--- src/rtl/ciSeqPkg.sv ---
package ciSeqPkg;
  typedef enum logic [1:0] {
    IDLE      = 2'd0,
    DISPATCH  = 2'd1,
    WAIT_DONE = 2'd2,
    RESUME    = 2'd3
  } seqStateT;

  typedef struct packed {
    logic wrAllow;
    logic loadCfg;
    logic loadPc;
  } seqStrobeT;
endpackage

--- src/rtl/ciSeqTable.sv ---
module ciSeqTable
  import ciSeqPkg::*;
#(
  parameter int ADDR_W  = 32,
  parameter int CFG_W   = 4,
  parameter int ENTRIES = 16
) (
  input  logic              clk,
  input  logic              rstN,
  input  seqStrobeT         strobe,
  input  logic              wrEn,
  input  logic [ADDR_W-1:0] wrAddr,
  input  logic [CFG_W-1:0]  wrCfg,
  input  logic [ADDR_W-1:0] lookPc,
  input  logic [ADDR_W-1:0] nextPcIn,
  output logic              hit,
  output logic [CFG_W-1:0]  cfgOut,
  output logic [ADDR_W-1:0] pcOut
);
  localparam int IDX_W = $clog2(ENTRIES);

  logic [ENTRIES-1:0] validQ;
  logic [ADDR_W-1:0]  addrQ [ENTRIES];
  logic [CFG_W-1:0]   cfgQ  [ENTRIES];
  logic [ENTRIES-1:0] lookMatch, wrMatch;

  logic               wrHit, freeAny;
  logic [IDX_W-1:0]   wrHitIdx, freeIdx;
  logic [CFG_W-1:0]   hitCfg;
  logic [CFG_W-1:0]   cfgLatchQ;
  logic [ADDR_W-1:0]  pcLatchQ;

  for (genvar g = 0; g < ENTRIES; g++) begin : gCmp
    assign lookMatch[g] = validQ[g] && (addrQ[g] == lookPc);
    assign wrMatch[g]   = validQ[g] && (addrQ[g] == wrAddr);
  end

  always_comb begin
    hit = 1'b0;
    hitCfg = '0;
    wrHit = 1'b0;
    wrHitIdx = '0;
    freeAny = 1'b0;
    freeIdx = '0;
    for (int i = 0; i < ENTRIES; i++) begin
      if (!hit && lookMatch[i]) begin
        hit = 1'b1;
        hitCfg = cfgQ[i];
      end
      if (!wrHit && wrMatch[i]) begin
        wrHit = 1'b1;
        wrHitIdx = IDX_W'(i);
      end
      if (!freeAny && !validQ[i]) begin
        freeAny = 1'b1;
        freeIdx = IDX_W'(i);
      end
    end
  end

  always_ff @(posedge clk) begin
    if (!rstN) begin
      validQ <= '0;
    end else if (strobe.wrAllow && wrEn) begin
      if (wrHit) begin
        cfgQ[wrHitIdx] <= wrCfg;
      end else if (freeAny) begin
        validQ[freeIdx] <= 1'b1;
        addrQ[freeIdx]  <= wrAddr;
        cfgQ[freeIdx]   <= wrCfg;
      end
    end
  end

  always_ff @(posedge clk) begin
    if (!rstN) begin
      cfgLatchQ <= '0;
      pcLatchQ  <= '0;
    end else begin
      if (strobe.loadCfg) cfgLatchQ <= hitCfg;
      if (strobe.loadPc)  pcLatchQ  <= nextPcIn;
    end
  end

  assign cfgOut = cfgLatchQ;
  assign pcOut  = pcLatchQ;
endmodule

--- src/rtl/ciSeqCtrl.sv ---
module ciSeqCtrl
  import ciSeqPkg::*;
(
  input  logic      clk,
  input  logic      rstN,
  input  logic      trainMode,
  input  logic      pcValid,
  input  logic      hit,
  input  logic      ruDone,
  output seqStrobeT strobe,
  output logic      stall,
  output logic      ruStart,
  output logic      redirect
);
  seqStateT stateQ, stateD;
  logic     startReq;

  assign startReq = (stateQ == IDLE) && !trainMode && pcValid && hit;

  always_comb begin
    stateD = stateQ;
    unique case (stateQ)
      IDLE:      if (startReq) stateD = DISPATCH;
      DISPATCH:  stateD = WAIT_DONE;
      WAIT_DONE: if (ruDone) stateD = RESUME;
      RESUME:    stateD = IDLE;
      default:   stateD = IDLE;
    endcase
  end

  always_ff @(posedge clk) begin
    if (!rstN) stateQ <= IDLE;
    else       stateQ <= stateD;
  end

  always_comb begin
    strobe.wrAllow = (stateQ == IDLE) && trainMode;
    strobe.loadCfg = startReq;
    strobe.loadPc  = (stateQ == WAIT_DONE) && ruDone;
  end

  assign stall    = (stateQ != IDLE) || startReq;
  assign ruStart  = (stateQ == DISPATCH);
  assign redirect = (stateQ == RESUME);
endmodule

--- src/rtl/ciSequencer.sv ---
module ciSequencer
  import ciSeqPkg::*;
#(
  parameter int ADDR_W  = 32,
  parameter int CFG_W   = 4,
  parameter int ENTRIES = 16
) (
  input  logic              clk,
  input  logic              rstN,
  input  logic              trainMode,
  input  logic              wrEn,
  input  logic [ADDR_W-1:0] wrAddr,
  input  logic [CFG_W-1:0]  wrCfg,
  input  logic [ADDR_W-1:0] fetchPc,
  input  logic              pcValid,
  output logic              stall,
  output logic              ruStart,
  output logic [CFG_W-1:0]  ruCfg,
  input  logic              ruDone,
  input  logic [ADDR_W-1:0] ruNextPc,
  output logic              redirect,
  output logic [ADDR_W-1:0] redirectPc
);
  seqStrobeT strobe;
  logic      hit;

  ciSeqCtrl u_ctrl (
    .clk(clk), .rstN(rstN), .trainMode(trainMode), .pcValid(pcValid),
    .hit(hit), .ruDone(ruDone), .strobe(strobe), .stall(stall),
    .ruStart(ruStart), .redirect(redirect)
  );

  ciSeqTable #(.ADDR_W(ADDR_W), .CFG_W(CFG_W), .ENTRIES(ENTRIES)) u_table (
    .clk(clk), .rstN(rstN), .strobe(strobe), .wrEn(wrEn), .wrAddr(wrAddr),
    .wrCfg(wrCfg), .lookPc(fetchPc), .nextPcIn(ruNextPc), .hit(hit),
    .cfgOut(ruCfg), .pcOut(redirectPc)
  );
endmodule

--- config.mk ---
export PLATFORM = sky130hd
export DESIGN_NAME = ciSequencer
export DESIGN_NICKNAME = d
export VERILOG_FILES = /design/src/rtl/ciSeqPkg.sv /design/src/rtl/ciSeqTable.sv /design/src/rtl/ciSeqCtrl.sv /design/src/rtl/ciSequencer.sv
export SDC_FILE = /design/constraint.sdc
export NUM_CORES = 2
export LEC_CHECK = 0
export BUFFER_PORTS_ARGS = -buffer_cell sky130_fd_sc_hd__buf_2
export CAP_MARGIN = 0
export CORE_MARGIN = 2
export CORE_UTILIZATION = 35
export CTS_CLUSTER_SIZE = 8
export DETAILED_ROUTE_END_ITERATION = 16
export PLACE_DENSITY = 0.55
export SETUP_SLACK_MARGIN = 0.4
export SLEW_MARGIN = 25
export SYNTH_ARGS = -nofsm -noshare
export SYNTH_HDL_FRONTEND = slang
export SYNTH_SLANG_ARGS = --single-unit
--- constraint.sdc ---
create_clock -name clk -period 17.45 [get_ports clk]
set_input_delay 3.49 -clock clk [delete_from_list [all_inputs] [get_ports clk]]
set_output_delay 3.49 -clock clk [all_outputs]
set_load 0.05 [all_outputs]
## Yosys cells after proc, flatten, opt, wreduce, memory -nomap -nowiden

Memories as Yosys holds them, arrays and structs flattened.
Cells that the tools add are included.

- Memories kept: 2
- Output and inout port bits: 39
- Input bits: 106
- RAM bits: 576
- Bits in registers: 54

- Magnitude comparators: 2
- Reduce and logical (&&, ||, !) cells: 150
- Eq/ne operators: 37
- Bitwise logic cells: 2
- Multiplexer cells: 111

Memory list:

| name | words | bits a word | rd ports | clocked after Yosys merged registers in | write ports | RTL line | source |
|---|---|---|---|---|---|---|---|
| u_table.addrQ | 16 | 32 | 16 | 0 | 1 | ciSeqTable.sv:23 | `logic [ADDR_W-1:0] addrQ [ENTRIES];` |
| u_table.cfgQ | 16 | 4 | 16 | 0 | 1 | ciSeqTable.sv:24 | `logic [CFG_W-1:0] cfgQ [ENTRIES];` |

Operator list:

| cell | count |
|---|---|
| 32-bit == test | 32 |
| 4-bit 2-to-1 mux | 34 |
| 1-bit logical AND | 84 |
| 1-bit 2-to-1 mux | 61 |
| 1-bit logical NOT | 60 |
| 3-bit 2-to-1 mux | 8 |
| 16-bit bitwise OR | 1 |
| 2-bit 2-to-1 mux | 6 |
| 2-bit case mux with 4 select lines | 1 |
| 4-bit by 5-bit < comparator with 1-bit output (second input constant) | 1 |
| 1-bit demux with 4-bit select | 1 |
| 2-bit == test (second input constant) | 2 |
| 4-bit by 1-bit >= comparator with 1-bit output (second input constant) | 1 |
| 4-bit OR reduction | 1 |
| 3-bit AND reduction | 1 |
| 2-bit by 1-bit == test with 1-bit output (second input constant) | 1 |
| 2-bit logical NOT | 1 |
| 2-bit by 1-bit != test with 1-bit output (second input constant) | 1 |
| 2-bit != test (second input constant) | 1 |
| 2-bit AND reduction | 1 |
| 2-bit nonzero test | 1 |
| 1-bit logical OR | 1 |
| 1-bit inverter | 1 |

## Depth between registers and ports, before layout

An unclocked memory read counts as a cell.

- Word-level depth: 55
- Depth in mapped cells: 13

## Cells and area by module

A second synthesis with hierarchy kept.

- Cell total of the unflattened synthesis: 2616
- Area total of the unflattened synthesis: 32960.4 sq um

By module, submodules not included:

| module | seq. area each (sq um) | instances | cells each | area each (sq um) |
|---|---|---|---|---|
| ciSeqTable | 18337.6 | 1 | 2593 | 32748.9 |
| ciSeqCtrl | 40.0 | 1 | 23 | 211.5 |

## Worst setup path after synthesis

No wires, ideal clock.

- Path type: input port to output port
- Start point: input port fetchPc[31]
- End point: output port stall
- Path buffers: 2
- Setup slack: 8215 ps
- Arrival: 5745 ps
- Stages on the path: 11
- Data required time: 13960 ps
- Path through: buf_4 -> xor2_1 -> nor4_1 -> nand4_1 -> or4_1 -> buf_2 -> nand3b_1 -> or4_1 -> o31a_1 -> nor2b_1 -> inv_1

- Cells in the longest elaborated chain, start to end: 50
- Elaborated cells on any way between the ends: 80
- Those cells by class: eq/ne (16); mux (16); reduce/logical (48)

Ends and longest elaborated chain:

| what | RTL line | source |
|---|---|---|
| start: declaration | ciSequencer.sv:14 | `input logic [ADDR_W-1:0] fetchPc,` |
| 32-bit == test | ciSeqTable.sv:34 | `assign lookMatch[g] = validQ[g] && (addrQ[g] == lookPc);` |
| 1-bit logical AND | ciSeqTable.sv:34 |  |
| 1-bit 2-to-1 mux | ciSeqTable.sv:46 | `if (!hit && lookMatch[i]) begin` |
| 1-bit logical NOT | ciSeqTable.sv:46 |  |
| 1-bit logical AND | ciSeqTable.sv:46 |  |
| 1-bit 2-to-1 mux | ciSeqTable.sv:46 |  |
| 1-bit logical NOT | ciSeqTable.sv:46 |  |
| 1-bit logical AND | ciSeqTable.sv:46 |  |
| [34 not listed] | n/a |  |
| 1-bit logical NOT | ciSeqTable.sv:46 |  |
| 1-bit logical AND | ciSeqTable.sv:46 |  |
| 1-bit 2-to-1 mux | ciSeqTable.sv:46 |  |
| 1-bit logical NOT | ciSeqTable.sv:46 |  |
| 1-bit logical AND | ciSeqTable.sv:46 |  |
| 1-bit 2-to-1 mux * | ciSeqTable.sv:46 |  |
| 1-bit logical AND * | ciSeqCtrl.sv:18 | `assign startReq = (stateQ == IDLE) && !trainMode && pcValid && hit;` |
| 1-bit logical OR * | ciSeqCtrl.sv:42 | `assign stall = (stateQ != IDLE) \|\| startReq;` |
| end: declaration | ciSequencer.sv:16 | `output logic stall,` |

Mark *: on every way between the ends. The rest lies on a longest branch, timed or not.

## Final worst setup path

- Start point: input port fetchPc[6]
- End point: output port stall

The elaborated chain is that of the path after synthesis.

==> impl_metrics.toml <==
[outcome]
status = "complete, no violations"

[setup_path]
reg2reg_slack_ns = 12.83
crit_fanout = 16
r2r-end = "u_table.cfgQ[14][3]"
timing.critical_path.required_ns = 13.96
worstRegToRegCells = 9
path_class = "input pin to output port"
worst_setup_path_start_kind = "input pin"
r2r-start = "u_table.addrQ[6][30]"
cp_data_arrival_time_ns = 7.10
crit_path_end_kind = "output port"

[route]
routed_wl_um = 119800
avgRoutedWirePerCell_um = 29.17
avgViaCountPerCell = 5.545
drt-pass1-iter-count = 6
drtIter0Drc = 2538
ant_nets = 0
drcViolationCount = 0
vias = 22766

[timing]
maxSlewViolCount = 0
min_period_over_period = 0.6070
setup_viol = 0
worst_slack_ns = 6.857
slew_headroom = 0.2952
fmax_ghz = 0.09440
fin_crit_ns = 10.59
fin_setup_tns_ns = 0
rsz0062_at_grt = "no"
hold_viol = 0
worst_pin_slew_ns = 1.050
finClkSkew_ns = 0.03378

[final_layout]
layout.nets = 2895
finalNonFillerCells = 4106
drive_gt1_frac = 0.1261
areaGrowthSynthToFinish_pct = 13.44

[pwr]
peakVddDrop_uv = 61.48
power.leakage_nw = 12.67
power.density_nw_per_um2 = 94.37

[synthesis]
synth_edf_count = 576
async_reset_ff_frac = 0
syn_area_um2 = 33220
yosys_most_used_dff = "edfxtp_1"
postSynthAreaPerCell_um2 = 12.71
ys_warn_count = 0
synth-seq-cells = 630
synth_cells = 2613
synth_cell_types = 81
synth-seq-area-share = 0.5532
syn-num-nets = 2724

[global_route]
grt_max_degree = 59
grt-ovfl-total = 0
grt_pass1_wl_um = 167000
grt_antenna_before_repair = 3
track_usage = 0.2396
grt_pass1_vias = 22589

[floorplanning]
die_h_um = 312.1
die_w_um = 312.1
die-area_um2 = 97400
coreArea_um2 = 94590
initial_core_util = 0.3512
fp-row-count = 113
boundaryPins = 145

[clocking]
cts_buffers = 89
numClockSinks = 630
clkTransAtPathRegs_ns = 0.05
holdBufCountCts = 0
postCtsResizedCells = 0
clkLatencyLatePin_ns = 0.64
cts_tree = "done"
cts_root_buf = "clkbuf_16"
postCtsSetupBuffers = 0
cts_max_path_buffers = 3
htreeDepth = 3

[min_path]
hold_start = "u_table.pcOut[13]"
min_path_type = "flip-flop to flip-flop"
holdPathStages = 2
holdPathEnd = "u_table.pcOut[13]"

[placement]
dp_cells = 3958
place.gp.congestion = 0.9049
io_buffer_count = 144
dp_slack_ns = 6.984
hpwl_um = 74490

[job]
maxCapViolations = 0
## power by group
group	switching, mW	leakage, nW	total, mW	internal, mW
clock	0.661	1.21	1.61	0.951
sequential	0.00316	5.62	1.66	1.65
combinational	0.205	5.84	0.289	0.0844
## critical path, stage by stage
cell and delay, ns:
buf_2 0.74, xor2_1 0.24, nor4_1 0.09, nand3_1 0.09, or4_1 0.56, nand3b_1 0.23, or4_1 0.63, o31a_1 0.43
nor2b_1 0.25, inv_1 0.07, buf_2 0.21
## layer usage
layer  up-vias  part of all wire  wire length [um]  global-route usage
met5         -          0.000092                11                   0
met4         2             0.039              4680             0.09146
met3       249             0.078              9315             0.03743
met2      1259              0.46             55120              0.3869
met1     11567              0.42             50660              0.3247
li1       9689                 -                 -                   -
## worst max-delay path by stage
| stage | startpoint | end | slack, ns | cells after the start |
|---|---|---|---|---|
| 2_1_floorplan | fetchPc[31] | stall | 8.21 | 11 |
| 3_3_place_gp | fetchPc[6] | stall | 7.09 | 11 |
| 3_5_place_dp | fetchPc[6] | stall | 6.98 | 11 |
| 4_1_cts | fetchPc[6] | stall | 6.98 | 11 |
| 5_1_grt | fetchPc[6] | stall | 6.87 | 11 |
| 6_report | fetchPc[6] | stall | 6.86 | 11 |
## registers in the layout, summed over array words and instances, names as in the netlist
name	flops
u_table.addrQ	512
u_table.cfgQ	64
u_table.pcOut	32
u_table.validQ	16
u_table.cfgOut	4
u_ctrl.stateQ	2
## placed cells by master (no fill, tap or decap), drive strengths merged, types with 10 or more instances in the layout
master | netlist | layout
xor2 | 669 | 669
edfxtp | 576 | 576
xnor2 | 350 | 350
buf | 132 | 225
nor4 | 171 | 171
clkbuf | 13 | 141
nand2 | 122 | 122
nand4 | 105 | 105
nand3 | 63 | 63
nor3 | 62 | 62
dfxtp | 54 | 54
nor2 | 40 | 40
a21boi | 35 | 35
inv | 25 | 27
o21ai | 22 | 22
a21o | 16 | 16
and3 | 11 | 11
or4 | 10 | 10
## area by class of cell
type	instances	area (um^2)
fill	8854	56900
sequential	630	18380
multi-input combinational	1813	13770
clock buffer	141	2444
tap	1265	1583
timing repair buffer	225	1329
inverter	25	93.84
clock inverter	6	88.84
antenna	1	2.502
## cells in the mapped netlist, types with 15 or more instances
master / n / share of area
o21ai_0: 15 / 0.0023
xnor2_1: 350 / 0.092
edfxtp_1: 576 / 0.52
nand3_1: 60 / 0.0090
dfxtp_1: 54 / 0.033
buf_6: 35 / 0.012
buf_2: 58 / 0.0087
nor3_1: 60 / 0.0090
a21boi_0: 35 / 0.0079
nand4_1: 105 / 0.020
nor2_1: 40 / 0.0045
buf_4: 35 / 0.0079
xor2_1: 669 / 0.18
inv_1: 25 / 0.0028
nor4_1: 168 / 0.032
nand2_1: 122 / 0.014
a21o_1: 16 / 0.0036
## logic make-up (layout without fill, tap and decap cells)
| group | after synthesis | in the layout | share of synthesized area |
|---|---|---|---|
| and+or+nand+nor | 654 | 654 | 0.1112 |
| AOI/OAI and AO/OA | 133 | 133 | 0.02956 |
| adders and majority gates | 5 | 5 | 0.001883 |
| DFF | 630 | 630 | 0.5532 |
| xor gates and xnor gates | 1019 | 1019 | 0.2686 |
| other | 0 | 1 | 0 |
| buffers and inverters | 170 | 397 | 0.03491 |
| muxes | 2 | 2 | 0.0006402 |
## through the flow
stage               hold WS, ns  cell area (um^2)  total power, mW    util
finish                   0.4640             37690            3.557  0.3985
CTS                      0.4638             37680            3.574  0.3983
detailed placement       0.4567             35150            1.968  0.3716
global placement         0.4498             35150            1.967  0.3716
global route             0.4858             37690            3.652  0.3984
floorplan                0.4636             33220            1.850       -
No activity file was read; power rests on OpenSTA's default activity.
